<file path="src/rtl/gpio_edge_pkg.sv">
package gpio_edge_pkg;
    localparam int NUM_OUT = 4;
    localparam int NUM_IN  = 4;
    localparam int DATA_W  = 8;
    localparam int ADDR_W  = 3;
    localparam int CFG_W   = 2 * NUM_IN;

    // register byte offsets; the bus decodes on these
    typedef enum logic [ADDR_W-1:0] {
        SEL_DIR  = 3'd0,
        SEL_DATA = 3'd1,
        SEL_CFG  = 3'd3,
        SEL_STAT = 3'd4
    } reg_sel_e;

    // per-input edge selector: MSB rising, LSB falling
    typedef struct packed {
        logic rise;
        logic fall;
    } edge_sel_t;

    function automatic logic [DATA_W-1:0] dir_word();
        return DATA_W'({NUM_OUT{1'b1}});
    endfunction
endpackage

</file>
<file path="src/rtl/edge_gpio_sync.sv">
module edge_gpio_sync #(
    parameter int WIDTH = gpio_edge_pkg::NUM_IN
) (
    input  logic             clk,
    input  logic             rst,
    input  logic [WIDTH-1:0] pin_async,
    output logic [WIDTH-1:0] cur,
    output logic [WIDTH-1:0] prev
);
    genvar i;
    generate
        for (i = 0; i < WIDTH; i++) begin : g_line
            logic meta_q, sync_q, prev_q;
            always_ff @(posedge clk) begin
                if (rst) begin
                    meta_q <= 1'b0;
                    sync_q <= 1'b0;
                    prev_q <= 1'b0;
                end else begin
                    meta_q <= pin_async[i];
                    sync_q <= meta_q;
                    prev_q <= sync_q;
                end
            end
            assign cur[i]  = sync_q;
            assign prev[i] = prev_q;
        end
    endgenerate
endmodule

</file>
<file path="src/rtl/edge_gpio_detect.sv">
module edge_gpio_detect
    import gpio_edge_pkg::*;
#(
    parameter int WIDTH = NUM_IN
) (
    input  logic                  clk,
    input  logic                  rst,
    input  logic [WIDTH-1:0]      cur,
    input  logic [WIDTH-1:0]      prev,
    input  edge_sel_t [WIDTH-1:0] sel,
    input  logic [WIDTH-1:0]      clr_mask,
    output logic [WIDTH-1:0]      pending
);
    genvar i;
    generate
        for (i = 0; i < WIDTH; i++) begin : g_bit
            logic went_up, went_down, hit, pend_q;
            assign went_up   = cur[i] & ~prev[i];
            assign went_down = ~cur[i] & prev[i];
            assign hit       = (sel[i].rise & went_up) | (sel[i].fall & went_down);
            always_ff @(posedge clk) begin
                if (rst) pend_q <= 1'b0;
                else     pend_q <= hit | (pend_q & ~clr_mask[i]);
            end
            assign pending[i] = pend_q;
        end
    endgenerate
endmodule

</file>
<file path="src/rtl/edge_gpio_regs.sv">
module edge_gpio_regs
    import gpio_edge_pkg::*;
#(
    parameter int N_OUT = NUM_OUT,
    parameter int N_IN  = NUM_IN,
    parameter int DW    = DATA_W,
    parameter int AW    = ADDR_W
) (
    input  logic                 clk,
    input  logic                 rst,
    input  logic [AW-1:0]        addr,
    input  logic                 wr_en,
    input  logic                 rd_en,
    input  logic [DW-1:0]        wdata,
    input  logic [N_IN-1:0]      in_sync,
    input  logic [N_IN-1:0]      pending,
    output logic [N_OUT-1:0]     out_latch,
    output edge_sel_t [N_IN-1:0] sel,
    output logic [N_IN-1:0]      clr_mask,
    output logic [DW-1:0]        rdata
);
    localparam int SEL_W = 2 * N_IN;

    logic [N_OUT-1:0]     out_q;
    edge_sel_t [N_IN-1:0] sel_q;
    logic [DW-1:0]        rd_q;
    logic [DW-1:0]        rd_mux;

    always_ff @(posedge clk) begin
        if (rst) begin
            out_q <= '0;
            sel_q <= '0;
            rd_q  <= '0;
        end else begin
            if (wr_en && addr == SEL_DATA) out_q <= wdata[N_OUT-1:0];
            if (wr_en && addr == SEL_CFG)  sel_q <= wdata[SEL_W-1:0];
            if (rd_en)                     rd_q  <= rd_mux;
        end
    end

    always_comb begin
        case (addr)
            SEL_DIR:  rd_mux = dir_word();
            SEL_DATA: rd_mux = DW'({in_sync, out_q});
            SEL_CFG:  rd_mux = DW'(sel_q);
            SEL_STAT: rd_mux = DW'(pending);
            default:  rd_mux = '0;
        endcase
    end

    assign clr_mask  = (wr_en && addr == SEL_STAT) ? wdata[N_IN-1:0] : '0;
    assign out_latch = out_q;
    assign sel       = sel_q;
    assign rdata     = rd_q;
endmodule

</file>
<file path="src/rtl/edge_gpio_top.sv">
module edge_gpio_top
    import gpio_edge_pkg::*;
#(
    parameter int N_OUT = NUM_OUT,
    parameter int N_IN  = NUM_IN,
    parameter int DW    = DATA_W,
    parameter int AW    = ADDR_W
) (
    input  logic             clk,
    input  logic             rst,
    input  logic [AW-1:0]    addr,
    input  logic             wr_en,
    input  logic             rd_en,
    input  logic [DW-1:0]    wdata,
    output logic [DW-1:0]    rdata,
    input  logic [N_IN-1:0]  gpio_in,
    output logic [N_OUT-1:0] gpio_out,
    output logic             irq
);
    logic [N_IN-1:0]      in_cur, in_prev, clr_mask, pending;
    edge_sel_t [N_IN-1:0] sel;

    edge_gpio_sync #(.WIDTH(N_IN)) sync_i (
        .clk(clk), .rst(rst), .pin_async(gpio_in), .cur(in_cur), .prev(in_prev)
    );

    edge_gpio_detect #(.WIDTH(N_IN)) detect_i (
        .clk(clk), .rst(rst), .cur(in_cur), .prev(in_prev),
        .sel(sel), .clr_mask(clr_mask), .pending(pending)
    );

    edge_gpio_regs #(.N_OUT(N_OUT), .N_IN(N_IN), .DW(DW), .AW(AW)) regs_i (
        .clk(clk), .rst(rst), .addr(addr), .wr_en(wr_en), .rd_en(rd_en),
        .wdata(wdata), .in_sync(in_cur), .pending(pending),
        .out_latch(gpio_out), .sel(sel), .clr_mask(clr_mask), .rdata(rdata)
    );

    assign irq = |pending;
endmodule

</file>
<file path="config.mk">
export PLATFORM = sky130hd
export DESIGN_NAME = edge_gpio_top
export DESIGN_NICKNAME = d
export VERILOG_FILES = /design/src/rtl/gpio_edge_pkg.sv /design/src/rtl/edge_gpio_sync.sv /design/src/rtl/edge_gpio_detect.sv /design/src/rtl/edge_gpio_regs.sv /design/src/rtl/edge_gpio_top.sv
export SDC_FILE = /design/constraint.sdc
export NUM_CORES = 1
export LEC_CHECK = 0
export BUFFER_PORTS_ARGS = -buffer_cell sky130_fd_sc_hd__buf_2
export CAP_MARGIN = 30
export CORE_MARGIN = 8
export CORE_UTILIZATION = 40
export CTS_BUF_LIST = sky130_fd_sc_hd__clkbuf_8 sky130_fd_sc_hd__clkbuf_16
export DETAILED_ROUTE_END_ITERATION = 12
export PLACE_DENSITY = 0.67
export SETUP_SLACK_MARGIN = 0.1
export SKIP_LAST_GASP = 1
export SLEW_MARGIN = 20
export SYNTH_ARGS = -nofsm -noshare
export SYNTH_HDL_FRONTEND = slang
export SYNTH_HIERARCHICAL = 1
export SYNTH_SLANG_ARGS = --single-unit
</file>
<file path="constraint.sdc">
create_clock -name clk -period 1.9 [get_ports clk]
set_input_delay 0.19 -clock clk [delete_from_list [all_inputs] [get_ports clk]]
set_output_delay 0.19 -clock clk [all_outputs]
set_load 0.02 [all_outputs]
</file>
---- Word-level counts from Yosys, hierarchy flattened ----
Index checks and enable logic that the tools add are counted.
word-level totals
  word-level logic and storage cells ...... 76
  flip-flop bits (word level) ............. 36
operators by class
  equality and inequality tests ........... 3
  reductions and logical operators ........ 5
  bitwise logic cells ..................... 40
  mux-type cells .......................... 2
operators with widths
  operator            count
  $pmux 8 s4          1
  $and 1x1->1         20
  $not 1->1           12
  $or 1x1->1          8
  $mux 4              1
  $reduce_or 4->1     1
  $eq 3x1->1 const B  1
  $eq 3x2->1 const B  1
  $eq 3x3->1 const B  1
  $logic_and 1x1->1   3
  $logic_not 3->1     1

---- Logic depth before layout (Yosys ltp) ----
Gate-level depths: netlist (run 1).
  depth after elaboration ................. 6
  depth in mapped cells ................... 6

---- Modules after synthesis ----
The synthesis (run 1) kept the hierarchy.
modules (own cells, without submodules)
  module            instances  area each (um^2)  cells an instance
  edge_gpio_regs    1          935.9             110
  edge_gpio_sync    1          426.7             33
  edge_gpio_detect  1          220.2             24
  edge_gpio_top     1          7.5               1

---- Least setup slack after synthesis (run 1) ----
No wires, ideal clock.
  path type ............................... flip-flop to output port
  from .................................... register detect_i.g_bit[1].pend_q
  to ...................................... output irq
  arrival ................................. 1040 ps
  path slack .............................. 670 ps
  stages on the path, launching flop included .. 3
  buffers on the path ..................... 1
  cell sequence ........................... dfxtp_1 -> buf_4 -> or4_1
on the way
  cells in the longest elaborated chain, start to end .. 1
RTL lines
  item                    RTL line                text
  start, declared         edge_gpio_detect.sv:17  logic went_up, went_down, hit, pend_q;
  start signal, assigned  edge_gpio_detect.sv:23  else pend_q <= hit | (pend_q & ~clr_mask[i]);
  $reduce_or 4->1         edge_gpio_top.sv:38     assign irq = |pending;
  end, declared           edge_gpio_top.sv:18     output logic irq
No other way between the ends.

---- Worst setup path after layout (run 1) ----
Same ends and word-level chain as after synthesis.

==> insert_results.sql, run 1 <==
INSERT INTO impl_metrics (metric_group, metric, value, unit) VALUES
('pwr', 'worst_ir_drop_vdd', '433.9', 'uV'),
('cts', 'clk_root_buffer_cell', 'sky130_fd_sc_hd__clkbuf_8', ''),
('worst_setup_path', 'cp_required', '1.71', 'ns'),
('cts', 'cts_buffer_depth', '2', ''),
('yosys', 'yosys.area.top_type', 'sky130_fd_sc_hd__dfxtp_1', ''),
('pwr', 'switching_power', '0.0003223', 'W'),
('cts', 'clock_tree.htree_level_count', '2', ''),
('layout', 'synthToLayoutAreaGrowth', '13.22', '%'),
('status', 'outcome', 'completed', ''),
('worst_setup_path', 'critical_path.max_fanout', '3', ''),
('yosys', 'netlist_top_cells_count', 'sky130_fd_sc_hd__dfxtp_1, sky130_fd_sc_hd__nand2_1, sky130_fd_sc_hd__buf_4', ''),
('grt', 'antenna_violations_before_repair', '0', ''),
('yosys', 'synth_adder_area_share', '0', '%'),
('pwr', 'switching_part_of_the_total', '21.08', '%'),
('yosys', 'synth_area_in_compound_gates', '11.33', '%'),
('routing', 'detailedRoute.firstIterationViolations', '74', ''),
('pwr', 'portion_of_total_power_attributed_to_sequential_cells', '51.2', '%'),
('die', 'die_h', '79.06', 'um'),
('cts', 'post_cts_resize_count', '0', ''),
('grt', 'grt_first_pass_wirelength', '5416', 'um'),
('yosys', 'synth_nets', '187', ''),
('yosys', 'synth_edf_count', '0', ''),
('yosys', 'post_synth_xor_area_fraction', '0', '%'),
('yosys', 'synth.yosys.seq_area_share', '45.32', '%'),
('routing', 'drtPass1Iterations', '4', ''),
('yosys', 'synthCells', '168', ''),
('layout', 'finalNetCount', '208', ''),
('pwr', 'internal_power', '0.001207', 'W'),
('pwr', 'clock_power_share', '41.5', '%'),
('yosys', 'yosys.cell_types.count', '29', ''),
('cts', 'hold_buffers', '0', ''),
('layout', 'fin_util', '46.00', '%'),
('timing', 'max_freq', '0.6780', 'GHz'),
('routing', 'routedWlPerCell', '13.10', 'um'),
('layout', 'layout.cells.non_filler', '240', ''),
('die', 'placeableCoreArea', '3914', 'um^2'),
('yosys', 'total_of_flip_flops_plus_latches_after_synthesis', '36', ''),
('worst_setup_path', 'timing.critical_path.arrival', '1.28', 'ns'),
('yosys', 'synth_top_family_by_area', 'simple AND/OR/NAND/NOR gates', ''),
('placed_design', 'postPlaceCellArea', '1693', 'um^2'),
('timing', 'slew_headroom', '72.89', '%'),
('yosys', 'yosys_most_used_dff', 'sky130_fd_sc_hd__dfxtp_1', ''),
('timing', 'slew_viol_final', '0', ''),
('routing', 'remaining_antenna_violation_count', '0', ''),
('layout', 'final_standard_cell_area_without_fillers', '1800', 'um^2'),
('cts', 'clk-insertion-delay-late', '0.28', 'ns'),
('cts', 'cts.sinks', '36', ''),
('timing', 'period_needed', '1.475', 'ns'),
('routing', 'vias', '1156', ''),
('yosys', 'post_synthesis_share_of_cell_area_spent_on_and_or_nand_and_nor_gates', '29.35', '%'),
('die', 'die_area', '6250', 'um^2'),
('yosys', 'muxShareOfSynthArea', '5.350', '%'),
('timing', 'fin_hold_ws', '0.1215', 'ns'),
('routing', 'drt-total-wl', '3143', 'um'),
('layout', 'post_route_cells_drive_above_1_share', '31.05', '%'),
('run', 'cap_viol_max_count', '0', ''),
('yosys', 'synthArstFlopShare', '0', '%'),
('die', 'pin_count', '32', ''),
('routing', 'drc', '0', ''),
('yosys', 'synthTopCellsByArea', 'sky130_fd_sc_hd__dfxtp_1, sky130_fd_sc_hd__buf_4, sky130_fd_sc_hd__a22oi_1, sky130_fd_sc_hd__nand2_1, sky130_fd_sc_hd__nand2b_1', ''),
('yosys', 'synth_warnings', '6', ''),
('cts', 'clk_pin_slew', '0.07', 'ns'),
('grt', 'grt_max_degree', '14', ''),
('hold_path', 'worst_hold_path_type', 'in -> reg', ''),
('worst_setup_path', 'criticalPathCategory', 'reg -> out', ''),
('placed_design', 'dp_cells', '232', ''),
('die', 'dieWidth', '79.06', 'um'),
('timing', 'tightestPinTransition', '0.4045', 'ns'),
('placed_design', 'port-buffer-count', '31', ''),
('timing', 'hold_viol', '0', ''),
('yosys', 'synthDominantCellAreaShare', '45.32', '%');
metal layers:
metal	vias up	global-route usage, %	share of wire [%]
li1	604	-	-
met1	525	12.82	45
met2	25	17.34	49
met3	2	4.966	5.7
met4	0	2.963	0.54
met5	-	0	0
state kept, by name (all words and copies together), names as in the netlist:
register,count
sync_i/g_line.meta_q,4
regs_i/sel,8
sync_i/g_line.prev_q,4
regs_i/out_latch,4
sync_i/g_line.sync_q,4
detect_i/g_bit.pend_q,4
regs_i/rdata,8
final cells by class:
class                           count  area (um^2)
Clock inverter                      3        38.79
Timing Repair Buffer               34        177.7
Sequential cell                    36        720.7
Tap cell                           50        62.56
Clock buffer                        5        68.82
Multi-Input combinational cell    112        732.0
Fill cell                         406         2113
metrics by stage:
| stage | power (W) | setup WS [ns] |
|---|---|---|
| after floorplan | 0.0008798 | 0.6699 |
| after global placement | 0.0009114 | 0.6902 |
| after detailed placement | 0.0009121 | 0.6565 |
| after CTS | 0.001544 | 0.4182 |
| after global routing | 0.001603 | 0.3718 |
| final | 0.001529 | 0.4251 |
logic make-up after synthesis:
| group | count (synthesis) |
|---|---|
| buffers and inverters | 20 |
| flip-flops | 36 |
| AO/OA/AOI/OAI | 29 |
| multiplexers | 8 |
| AND/OR/NAND/NOR | 75 |
critical path, cell delays in order (launching register included):
cell	delay (ns)
sky130_fd_sc_hd__dfxtp_1	0.33
sky130_fd_sc_hd__or4_1	0.50
sky130_fd_sc_hd__buf_2	0.17
layout by cell type, fill, tap and decap left out, drive strengths merged:
cell type / instances
a21oi: 12
a22oi: 12
a31oi: 4
and2: 4
and2b: 3
and3: 1
and3b: 1
and4b: 1
buf: 34
bufinv: 1
clkbuf: 5
clkinv: 1
dfxtp: 36
inv: 1
mux2: 4
mux2i: 4
nand2: 20
nand2b: 12
nand3: 4
nand3b: 8
nand4b: 1
nor2: 7
nor2b: 11
nor4bb: 1
o21ai: 1
or4: 1
path summary, 6_finish.rpt:
path / cells past startpoint / slack (ns) / startpoint / end
setup / recovery: 2 / 0.43 / detect_i/g_bit[1].pend_q$_SDFF_PP0_ / irq
hold reg to reg: 1 / 0.44 / sync_i/g_line[2].meta_q$_SDFF_PP0_ / sync_i/g_line[2].sync_q$_SDFF_PP0_
setup reg to reg: 3 / 1.01 / regs_i/out_latch[3]$_SDFFE_PP0P_ / regs_i/rdata[3]$_SDFFE_PP0P_
hold / removal: 2 / 0.12 / gpio_in[1] / sync_i/g_line[1].meta_q$_SDFF_PP0_
power by group through the flow:
stage           logic, W  clock network, W  registers (W)
3_3_place_gp    0.000112                 0       0.000800
6_report        0.000112          0.000635       0.000783
4_1_cts         0.000113          0.000649       0.000783
3_5_place_dp    0.000112                 0       0.000800
2_1_floorplan  0.0000802                 0       0.000800
5_1_grt         0.000124          0.000694       0.000785
Note: power is estimated with default switching activity, not from simulation.
==> inputs of run 2 (changes only) <==
==> constraint.sdc (replaced) <==
create_clock -name clk -period 1.5 [get_ports clk]
set_input_delay 0.15 -clock clk [delete_from_list [all_inputs] [get_ports clk]]
set_output_delay 0.15 -clock clk [all_outputs]
set_load 0.02 [all_outputs]
==> insert_results.sql, run 2 (synthesis results as in run 1) <==
INSERT INTO impl_metrics (metric_group, metric, value, unit) VALUES
('hold_path', 'whs_path_depth', '2', ''),
('die', 'placeableCoreArea', '3914', 'um^2'),
('grt', 'gr-usage-met1', '13.06', '%'),
('timing', 'fraction_of_the_cycle_the_final_worst_path_needs', '93.83', '%'),
('grt', 'globalRouteOverflowTotal', '0', ''),
('grt', 'antenna_violations_before_repair', '0', ''),
('worst_setup_path', 'worst_setup_path_startpoint', 'detect_i/g_bit[2].pend_q$_SDFF_PP0_', ''),
('die', 'die_area', '6250', 'um^2'),
('worst_setup_path', 'critical_path.max_fanout', '2', ''),
('grt', 'groute.layer.met3.usage', '3.725', '%'),
('worst_setup_path', 'timing.critical_path.slowest_stage_cell', 'sky130_fd_sc_hd__or4_4', ''),
('worst_setup_path', 'timing.critical_path.max_delay_family', 'simple AND/OR/NAND/NOR gates', ''),
('cts', 'clk-insertion-delay-late', '0.28', 'ns'),
('layout', 'synthToLayoutAreaGrowth', '15.50', '%'),
('cts', 'clock_tree.htree_level_count', '2', ''),
('placed_design', 'hpwlAfterDp', '2472', 'um'),
('timing', 'slew_viol_final', '0', ''),
('worst_setup_path', 'slowest_stage_delay_on_critical_path', '0.52', 'ns'),
('cts', 'clk_root_buffer_cell', 'sky130_fd_sc_hd__clkbuf_8', ''),
('worst_setup_path', 'timing.critical_path.from_type', 'register', ''),
('grt', 'first_global_vias', '1228', ''),
('hold_path', 'worst_hold_path_type', 'in -> reg', ''),
('timing', 'unrepaired_setup_endpoints_after_global_routing', 'yes', ''),
('routing', 'detailedRoute.firstIterationViolations', '83', ''),
('layout', 'filler_cell_count', '415', ''),
('run', 'cap_viol_max_count', '0', ''),
('worst_setup_path', 'cp_required', '1.35', 'ns'),
('die', 'core.rowCount', '23', ''),
('layout', 'multi_input_logic_area', '735.7', 'um^2'),
('grt', 'layer_with_the_highest_usage_after_global_routing', 'met2', ''),
('worst_setup_path', 'critPathBufInv', '1', ''),
('timing', 'hold_viol', '0', ''),
('placed_design', 'dp_cells', '233', ''),
('die', 'start_util', '40.63', '%'),
('timing', 'max_freq', '0.7105', 'GHz'),
('worst_setup_path', 'r2r.worst_path.cells', '3', ''),
('layout', 'layout.cells.non_filler', '243', ''),
('timing', 'timing.setup.tns', '0', 'ns'),
('placed_design', 'place.gp.congestion', '0.8629', ''),
('pwr', 'leakage', '0.7287', 'nW'),
('routing', 'drc', '0', ''),
('die', 'pin_count', '32', ''),
('timing', 'tightestPinTransition', '0.4128', 'ns'),
('grt', 'global_route.usage.total', '11.16', '%'),
('timing', 'fin_skew', '0.009760', 'ns'),
('cts', 'cts_buffer_depth', '2', ''),
('timing', 'slew_headroom', '72.33', '%'),
('layout', 'finalNetCount', '211', ''),
('cts', 'tritoncts', 'built', ''),
('worst_setup_path', 'regToRegSetupSlack', '0.62', 'ns'),
('routing', 'drtPass1Iterations', '4', ''),
('grt', 'grt_first_pass_wirelength', '5602', 'um'),
('worst_setup_path', 'timing.critical_path.to_type', 'primary output', ''),
('grt', 'global_route_met2_utilization', '18.24', '%'),
('layout', 'antenna-diode-count', '0', ''),
('worst_setup_path', 'criticalPathCategory', 'reg -> out', ''),
('hold_path', 'whs_endpoint', 'sync_i/g_line[2].meta_q$_SDFF_PP0_', ''),
('routing', 'avgViaCountPerCell', '4.848', ''),
('cts', 'cts.sinks', '36', ''),
('status', 'outcome', 'completed', ''),
('cts', 'hold_buffers', '0', ''),
('die', 'die_h', '79.06', 'um'),
('routing', 'vias', '1178', ''),
('die', 'dieWidth', '79.06', 'um'),
('layout', 'ff_latch_area', '724.4', 'um^2'),
('hold_path', 'min_from', 'gpio_in[2]', ''),
('layout', 'post_route_cells_drive_above_1_share', '34.20', '%'),
('routing', 'remaining_antenna_violation_count', '0', ''),
('placed_design', 'port-buffer-count', '31', ''),
('cts', 'clk_pin_slew', '0.07', 'ns'),
('layout', 'layout.cells.most_common_list', 'sky130_fd_sc_hd__dfxtp_1, sky130_fd_sc_hd__buf_2, sky130_fd_sc_hd__nand2_1', ''),
('pwr', 'cellPowerDensity', '1061', 'nW/um^2'),
('routing', 'routedWlPerCell', '13.59', 'um'),
('worst_setup_path', 'path_depth', '2', ''),
('cts', 'tritoncts.num_buffers', '5', ''),
('worst_setup_path', 'chain_of_cells_forming_the_critical_path', 'or4_4 > buf_6', ''),
('timing', 'fin_hold_ws', '0.07543', 'ns'),
('routing', 'drt-total-wl', '3303', 'um'),
('timing', 'setup-violations-final', '0', ''),
('worst_setup_path', 'r2r_end', 'regs_i/rdata[2]$_SDFFE_PP0P_', ''),
('timing', 'period_needed', '1.408', 'ns'),
('grt', 'grt_max_degree', '14', ''),
('worst_setup_path', 'timing.critical_path.arrival', '1.26', 'ns'),
('pwr', 'worst_ir_drop_vdd', '549.7', 'uV'),
('worst_setup_path', 'worstReg2RegStart', 'regs_i/out_latch[2]$_SDFFE_PP0P_', ''),
('layout', 'layout.cells.most_common', 'sky130_fd_sc_hd__dfxtp_1', '');
==> run 2: report_power, final <==
part / switching, W / total (W) / internal (W)
Clock: 0.000324 / 0.000810 / 0.000486
Combinational: 0.0000793 / 0.000147 / 0.0000682
Sequential: 0.0000134 / 0.000991 / 0.000978
==> run 2: final cells by class <==
class                   instances  area share (%)
well taps                      50           3.406
clock inverters                 3           2.112
flip-flops and latches         36           39.44
clock buffers                   5           3.747
multi-input cells             112           40.05
repair buffers                 37           11.24
==> run 2: worst register-to-register path, delay by kind of cell, from the launching register on <==
family          cells  cell delay, ns
compound gates      2            0.27
simple gates        1            0.16
flops               1            0.33
==> run 2: through the flow <==
step	cell area, um^2	util, %	power, W	setup WS, ns
floorplan	1590	-	0.001114	0.3099
global placement	1700	43.45	0.001157	0.3204
detailed placement	1700	43.45	0.001159	0.2981
CTS	1837	46.93	0.001973	0.07772
global route	1837	46.93	0.002037	0.04690
finish	1837	46.93	0.001949	0.09249
==> run 2: what timing repair did <==
item                                    4_1_cts  5_1_grt
endpoints found under the setup margin        1        1
resized for setup                             6        0
setup buffers                                 2        0
pin swaps                                     1        0
hold endpoints to repair                      0        0
==> run 2: how the worst max path moves through the flow <==
stage	to	slack [ns]
after floorplan	irq	0.31
after global placement	regs_i/out_latch[2]$_SDFFE_PP0P_	0.32
after detailed placement	regs_i/sel[5]$_SDFFE_PP0P_	0.30
after CTS	irq	0.08
after global routing	irq	0.05
final	irq	0.09
==> run 2: layer usage <==
layer	routed length (um)	share of wire (%)	up-vias
met2	1621	49	25
li1	-	-	610
met5	0	0	-
met1	1479	45	539
met3	171	5.2	4
met4	31	0.94	0
==> inputs of run 3 (changes only) <==
--- a/config.mk
+++ b/config.mk
@@ -12,7 +12,7 @@
 export CTS_BUF_LIST = sky130_fd_sc_hd__clkbuf_8 sky130_fd_sc_hd__clkbuf_16
 export DETAILED_ROUTE_END_ITERATION = 12
 export PLACE_DENSITY = 0.67
-export SETUP_SLACK_MARGIN = 0.1
+export SETUP_SLACK_MARGIN = 0.5
 export SKIP_LAST_GASP = 1
 export SLEW_MARGIN = 20
 export SYNTH_ARGS = -nofsm -noshare
==> insert_results.sql, run 3 (synthesis results as in run 1) <==
INSERT INTO impl_metrics (metric_group, metric, value, unit) VALUES
('status', 'outcome', 'completed', ''),
('pwr', 'portion_of_total_power_attributed_to_sequential_cells', '50.3', '%'),
('cts', 'tritoncts', 'built', ''),
('pwr', 'switching_power', '0.0004349', 'W'),
('timing', 'slew_headroom', '74.21', '%'),
('placed_design', 'port-buffer-count', '31', ''),
('timing', 'tightestPinTransition', '0.3848', 'ns'),
('timing', 'hold_viol', '0', ''),
('layout', 'post_route_cells_drive_above_1_share', '34.90', '%'),
('die', 'placeableCoreArea', '3914', 'um^2'),
('cts', 'cts_buffer_depth', '2', ''),
('hold_path', 'worst_hold_path_type', 'in -> reg', ''),
('routing', 'drt-total-wl', '3315', 'um'),
('worst_setup_path', 'timing.critical_path.arrival', '1.28', 'ns'),
('timing', 'slew_viol_final', '0', ''),
('die', 'pin_count', '32', ''),
('timing', 'fin_skew', '0.006250', 'ns'),
('pwr', 'clock_power_share', '42.0', '%'),
('routing', 'drc', '0', ''),
('worst_setup_path', 'timing.critical_path.to_type', 'primary output', ''),
('layout', 'layout.cells.most_common', 'sky130_fd_sc_hd__dfxtp_1', ''),
('routing', 'avgViaCountPerCell', '4.975', ''),
('cts', 'clk-insertion-delay-late', '0.29', 'ns'),
('cts', 'cts.sinks', '36', ''),
('grt', 'global_route.usage.total', '11.67', '%'),
('timing', 'unrepaired_setup_endpoints_after_global_routing', 'yes', ''),
('layout', 'finalNetCount', '210', ''),
('cts', 'clk_pin_slew', '0.07', 'ns'),
('placed_design', 'pre_cts_setup_slack', '0.2263', 'ns'),
('grt', 'globalRouteOverflowTotal', '0', ''),
('die', 'dieWidth', '79.06', 'um'),
('worst_setup_path', 'critical_path.max_fanout', '2', ''),
('pwr', 'switching_part_of_the_total', '22.07', '%'),
('layout', 'synthToLayoutAreaGrowth', '17.47', '%'),
('timing', 'period_needed', '1.433', 'ns'),
('grt', 'first_global_vias', '1254', ''),
('routing', 'vias', '1204', ''),
('pwr', 'worst_ir_drop_vdd', '546.3', 'uV'),
('routing', 'remaining_antenna_violation_count', '0', ''),
('pwr', 'cellPowerDensity', '1055', 'nW/um^2'),
('timing', 'setup_slack', '0.06660', 'ns'),
('timing', 'setup-violations-final', '0', ''),
('cts', 'clock_tree.htree_level_count', '2', ''),
('pwr', 'internal_power', '0.001536', 'W'),
('timing', 'max_freq', '0.6976', 'GHz'),
('pwr', 'power.combinational.fraction', '7.7', '%'),
('cts', 'hold_buffers', '0', ''),
('placed_design', 'hpwlAfterDp', '2432', 'um'),
('routing', 'detailedRoute.firstIterationViolations', '105', ''),
('timing', 'fraction_of_the_cycle_the_final_worst_path_needs', '95.56', '%'),
('pwr', 'leakage', '0.7343', 'nW'),
('timing', 'timing.setup.tns', '0', 'ns'),
('worst_setup_path', 'timing.critical_path.from_type', 'register', ''),
('grt', 'antenna_violations_before_repair', '0', ''),
('grt', 'grt_first_pass_wirelength', '5740', 'um'),
('cts', 'tritoncts.num_buffers', '5', ''),
('die', 'core.rowCount', '23', ''),
('routing', 'drtPass1Iterations', '4', ''),
('layout', 'filler_cell_count', '399', ''),
('routing', 'routedWlPerCell', '13.70', 'um'),
('cts', 'clk_root_buffer_cell', 'sky130_fd_sc_hd__clkbuf_8', ''),
('placed_design', 'place.gp.congestion', '0.8097', ''),
('grt', 'grt_max_degree', '15', ''),
('die', 'start_util', '40.63', '%'),
('die', 'die_h', '79.06', 'um'),
('run', 'cap_viol_max_count', '0', ''),
('layout', 'antenna-diode-count', '0', ''),
('worst_setup_path', 'cp_required', '1.35', 'ns'),
('die', 'die_area', '6250', 'um^2'),
('worst_setup_path', 'criticalPathCategory', 'reg -> out', ''),
('layout', 'layout.cells.most_common_list', 'sky130_fd_sc_hd__dfxtp_1, sky130_fd_sc_hd__buf_2, sky130_fd_sc_hd__nand2_1', '');
## run 3: path summary, 6_finish.rpt
| kind | from | endpoint | slack [ns] | cells past startpoint |
|---|---|---|---|---|
| worst max register to register | regs_i/out_latch[2]$_SDFFE_PP0P_ | regs_i/rdata[2]$_SDFFE_PP0P_ | 0.63 | 3 |
| worst min-delay path | gpio_in[1] | sync_i/g_line[1].meta_q$_SDFF_PP0_ | 0.07 | 2 |
| worst min register to register | sync_i/g_line[2].meta_q$_SDFF_PP0_ | sync_i/g_line[2].sync_q$_SDFF_PP0_ | 0.44 | 1 |
| worst max-delay path | detect_i/g_bit[1].pend_q$_SDFF_PP0_ | irq | 0.07 | 2 |
## run 3: per-layer routing
metal,vias to the layer above,track usage (%),wire length (um)
met3,8,3.725,155
met1,559,13.59,1520
met2,27,18.08,1560
met5,-,0,0
li1,610,-,-
met4,0,7.593,79
## run 3: repair_timing
item / 4_1_cts / 5_1_grt
endpoints found under the setup margin: 2 / 11
buffers inserted: 2 / 0
pin swaps: 1 / 0
gates cloned: 0 / 0
resized for setup: 5 / 9
## run 3: layout make-up
class,instances,area (um^2),area share [%]
multi-input combinational,112,755.7,40.46
sequential,36,725.7,38.85
timing repair buffer,36,216.5,11.59
clock buffer,5,68.82,3.684
tap,50,62.56,3.349
clock inverter,3,38.79,2.076
## run 3: power by group through the flow
stage | combinational (W) | sequential, W | clock [W]
after CTS | 0.000147 | 0.000992 | 0.000842
after floorplan | 0.000108 | 0.00101 | 0
final | 0.000152 | 0.000992 | 0.000827
after detailed placement | 0.000144 | 0.00101 | 0
after global placement | 0.000143 | 0.00101 | 0
after global routing | 0.000167 | 0.000995 | 0.000890
## run 3: stage by stage
step	hold slack [ns]	util [%]	power [W]	instance area, um^2	cells
2_1_floorplan	0.2120	-	0.001120	1618	168
3_3_place_gp	0.3623	43.51	0.001157	1703	232
3_5_place_dp	0.3626	43.51	0.001158	1703	232
4_1_cts	0.06632	47.03	0.001981	1841	242
5_1_grt	0.06783	47.73	0.002052	1868	242
6_report	0.07310	47.73	0.001971	1868	242
## run 3: worst max-delay path, cell delays in order (launching register included)
cell,delay [ns]
sky130_fd_sc_hd__dfxtp_2,0.33
sky130_fd_sc_hd__or4_4,0.53
sky130_fd_sc_hd__buf_6,0.15
